==> src/rtl/qos_tag_csr.sv <==
module qos_tag_csr #(
  parameter int XLEN = 64
) (
  input  logic            clk,
  input  logic            rst_n,
  input  logic [1:0]      req_op,
  input  logic [11:0]     req_addr,
  input  logic [1:0]      req_priv,
  input  logic [XLEN-1:0] req_wdata,
  output logic [XLEN-1:0] rd_data,
  output logic            illegal
);
  localparam logic [11:0] QOS_ADDR = 12'h181;
  localparam logic [11:0] SEN_ADDR = (XLEN == 32) ? 12'h31C : 12'h30C;
  localparam logic [11:0] SEN_LO   = 12'h30C;
  localparam int          SEN_BIT  = (XLEN == 32) ? 23 : 55;
  localparam int          TAG_W    = 12;
  localparam int          MC_LSB   = 16;

  logic [TAG_W-1:0] rcid, mcid;
  logic             sen;

  logic            is_m, is_s, req;
  logic            hit_qos, hit_sen, hit_lo, allowed, do_write;
  logic [XLEN-1:0] qos_view, sen_view, cur, newv;

  assign is_m    = req_priv == 2'b11;
  assign is_s    = req_priv == 2'b01;
  assign req     = req_op != 2'b00;
  assign hit_qos = req_addr == QOS_ADDR;
  assign hit_sen = req_addr == SEN_ADDR;
  assign hit_lo  = (XLEN == 32) && (req_addr == SEN_LO);

  always_comb begin
    qos_view = '0;
    qos_view[TAG_W-1:0] = rcid;
    qos_view[MC_LSB +: TAG_W] = mcid;
    sen_view = '0;
    sen_view[SEN_BIT] = sen;
  end

  assign allowed = hit_qos ? (is_m | (is_s & sen)) :
                   (hit_sen | hit_lo) ? is_m : 1'b0;
  assign illegal = req & ~allowed;

  assign cur = hit_qos ? qos_view : hit_sen ? sen_view : '0;
  assign rd_data = (req & allowed) ? cur : '0;

  always_comb begin
    case (req_op)
      2'b01:   newv = req_wdata;
      2'b10:   newv = cur | req_wdata;
      default: newv = cur & ~req_wdata;
    endcase
  end

  assign do_write = req & allowed & ((req_op == 2'b01) | (|req_wdata));

  always_ff @(posedge clk) begin
    if (!rst_n) begin
      rcid <= '0;
      mcid <= '0;
      sen  <= 1'b0;
    end else if (do_write) begin
      if (hit_qos) begin
        rcid <= newv[TAG_W-1:0];
        mcid <= newv[MC_LSB +: TAG_W];
      end
      if (hit_sen) sen <= newv[SEN_BIT];
    end
  end

  assert_illegal_holds_state_R10: assert property (@(posedge clk) disable iff (!rst_n)
    illegal |=> ($stable(rcid) && $stable(mcid) && $stable(sen)));

  assert_user_blocked_R8: assert property (@(posedge clk) disable iff (!rst_n)
    (req && hit_qos && req_priv == 2'b00) |-> illegal);

  assert_sup_gated_R7: assert property (@(posedge clk) disable iff (!rst_n)
    (req && hit_qos && is_s) |-> (illegal == !sen));

  assert_write_loads_R3: assert property (@(posedge clk) disable iff (!rst_n)
    (req_op == 2'b01 && hit_qos && is_m) |=>
      (rcid == $past(req_wdata[11:0]) && mcid == $past(req_wdata[27:16])));

  assert_reserved_zero_R4: assert property (@(posedge clk) disable iff (!rst_n)
    (rd_data[15:12] == 4'b0) || !hit_qos);

  assert_zero_operand_R6: assert property (@(posedge clk) disable iff (!rst_n)
    (req_op[1] && req_wdata == '0) |=>
      ($stable(rcid) && $stable(mcid) && $stable(sen)));

  assert_sen_machine_only_R9: assert property (@(posedge clk) disable iff (!rst_n)
    (req && hit_sen && !is_m) |-> illegal);
endmodule

==> config.mk <==
export PLATFORM = sky130hd
export DESIGN_NAME = qos_tag_csr
export DESIGN_NICKNAME = d
export VERILOG_FILES = /design/src/rtl/qos_tag_csr.sv
export SDC_FILE = /design/constraint.sdc
export NUM_CORES = 1
export LEC_CHECK = 0
export BUFFER_PORTS_ARGS = -buffer_cell sky130_fd_sc_hd__buf_2
export CORE_MARGIN = 2
export CORE_UTILIZATION = 41
export CTS_CLUSTER_DIAMETER = 120
export DETAILED_ROUTE_END_ITERATION = 8
export PLACE_DENSITY = 0.77
export SYNTH_ARGS = -nofsm -noshare
export SYNTH_HDL_FRONTEND = slang
export SYNTH_SLANG_ARGS = --single-unit
==> constraint.sdc <==
create_clock -name clk -period 2.41 [get_ports clk]
set_input_delay 0 -clock clk [delete_from_list [all_inputs] [get_ports clk]]
set_output_delay 0 -clock clk [all_outputs]
set_load 0.01 [all_outputs]
==> qor.yml <==
grt_pass1_vias: 1923
synth.area.top_cells: "dfxtp_1 (25%), and2_1 (15%), buf_4 (14%)"
clock_sinks: 25
async_reset_ff_share_pct: 0
r2r-start: "sen$_SDFFE_PN0P_"
setup_viol: 0
yosys.cell_count.top_type: "and2_1"
pre_cts_slack_ps: 311.8
arrival_ps: 2330
synth_top_cell_by_area: "dfxtp_1"
crit_start: "req_wdata[19]"
layout_worst_path_cycle_share_pct: 89.86
syn_avg_cell_area_sq_um: 8.417
rsz0062_at_grt: "no"
max-slew-margin-rel_pct: 54.20
finalInstanceArea_sq_mm: 0.002532
clock_power_share_pct: 30.8
dr.first_iter.drc_count: 102
final-hold-violation-count: 0
worstSetupPathType: "input port to register"
diodes: 0
final_max_slew_viol_count: 0
placed_area_sq_mm: 0.002467
htree_levels: 1
ir_drop_mv: 0.1901
yosys_warnings: 0
drc: 0
die_height_microns: 74.49
via_per_inst: 5.238
antenna_found_initial: 0
hold_slack_ps: 1.938
synthTopCellsByCount: "and2_1 (48), buf_4 (39), dfxtp_1 (25), a32o_1 (23), o221ai_1 (23)"
cts.path.max_buffers: 2
cp-start-kind: "input port"
routed_wl_microns: 5747
netlist_area_sq_mm: 0.002037
fin_ws_ps: 244.4
cts_tree: "yes"
path_max_fanout: 23
cts-root-buf: "clkbuf_8"
grt_max_degree: 50
skew_ps: 3.250
synth_top_cell_area_share_pct: 24.57
tightest_slew_ps: 686.9
power.internal_mw: 0.5945
first_pass_iters: 4
fin_crit_ps: 2166
utilization_pct: 53.26
hold_start: "req_wdata[7]"
seq_power_share_pct: 50.2
die_w_microns: 74.49
max_freq_ghz: 0.4618
die_area_sq_mm: 0.005548
grt_pass1_wl_microns: 8769
min_path_type: "input port to register"
synthFlopType: "dfxtp_1"
worstRegToRegCells: 5
drive_above_1_share_pct: 34.60
setup_tns_ps: 0
synth_edf_count: 0
powerDensity_mw_per_mm2: 324.4
leakagePower_nw: 1.167
ys_ff_latch: 25
gp_congestion: 0.8107
ant_nets: 0
post_cts_resized: 0
cts-buffers-inserted: 3
io_pins: 147
drt-wirelength-per-cell_microns: 14.09
clk_latency_ps: 270
hpwlAfterDp_microns: 4285
vias: 2137
core-area_sq_mm: 0.004755
synth_cell_types: 34
multiInputGateArea_sq_mm: 0.001291
port_buffers: 107
cts.reportedPaths.clkPinSlew_ps: 90
fin_nets: 427
overflow: 0
p_sw_share_pct: 27.64
outcome: "completed"
p_comb_share_pct: 19.0
hold_depth: 2
start_util_pct: 42.84
p_sw_mw: 0.2271
synth_seq_area_share_pct: 24.57
maxCapViolCount: 0
area_delta_synth_final_pct: 24.32
fill_cells: 479
synthCells: 242
fp-row-count: 25
critPathCaptureType: "register"
seq_area_sq_um: 500.5
track_usage_pct: 20.08
cp_data_required_time_ps: 2580
## metrics by stage
stage | cells | power [mW]
after detailed placement | 402 | 0.5731
after global placement | 402 | 0.5704
after global routing | 408 | 0.8637
after CTS | 408 | 0.8241
after floorplan | 280 | 0.5308
final | 408 | 0.8216
## layout by cell type, fill, tap and decap left out, types with 4 or more instances in the layout
cell type,n
nand2_1,5
and2_1,48
o221ai_1,23
buf_2,107
a32o_1,23
nand3_1,4
dfxtp_1,25
nand4_1,4
buf_4,6
nor2_1,5
conb_1,39
nor4_1,15
## critical path, cell delays in order
cell           delay, ps
dlygate4sd3_1        530
buf_2                140
nor4_1               270
nand4_1              170
or4_1                590
o211a_4              350
a32o_1               290
## per-layer routing
metal	global-route usage (%)	share of wire, %
met1	26.82	42
met2	32.94	48
met3	3.252	7.4
met4	6.944	2.1
met5	0	0
## registers in the layout (all words and copies together), names as in the netlist
register	count
rcid	12
mcid	12
sen	1
## power by group through the flow
stage / Clock, mW / Combinational (mW) / Sequential (mW)
floorplan: 0 / 0.108 / 0.422
global placement: 0 / 0.148 / 0.422
detailed placement: 0 / 0.151 / 0.422
CTS: 0.258 / 0.154 / 0.413
global route: 0.277 / 0.174 / 0.413
finish: 0.253 / 0.156 / 0.413
## what timing repair did
item                      CTS  global route
setup buffers               0             0
hold buffers                2             0
hold endpoints to repair    2             0
## logic make-up after synthesis
logic type | after synthesis | synth area share (%)
simple gates | 93 | 27.46
flops | 25 | 24.57
compound gates | 57 | 25.68
mux | 2 | 0.9828
other cells | 1 | 0.1841
buf+inv | 61 | 19.29
fa+ha+maj | 3 | 1.843
## worst paths after layout
path                                end  slack, ps
setup reg to reg  mcid[10]$_SDFFE_PN0P_        830
setup / recovery   mcid[1]$_SDFFE_PN0P_        240
hold reg to reg    rcid[1]$_SDFFE_PN0P_        500
hold / removal     rcid[7]$_SDFFE_PN0P_          2
## final cells by class
type	instances	area share, %
Tap cell	67	3.310
Clock buffer	4	1.779
Timing Repair Buffer	115	23.72
Multi-Input combinational cell	194	50.99
Sequential cell	25	19.76
Inverter	3	0.4447
Power figures use the tool's default switching activity.
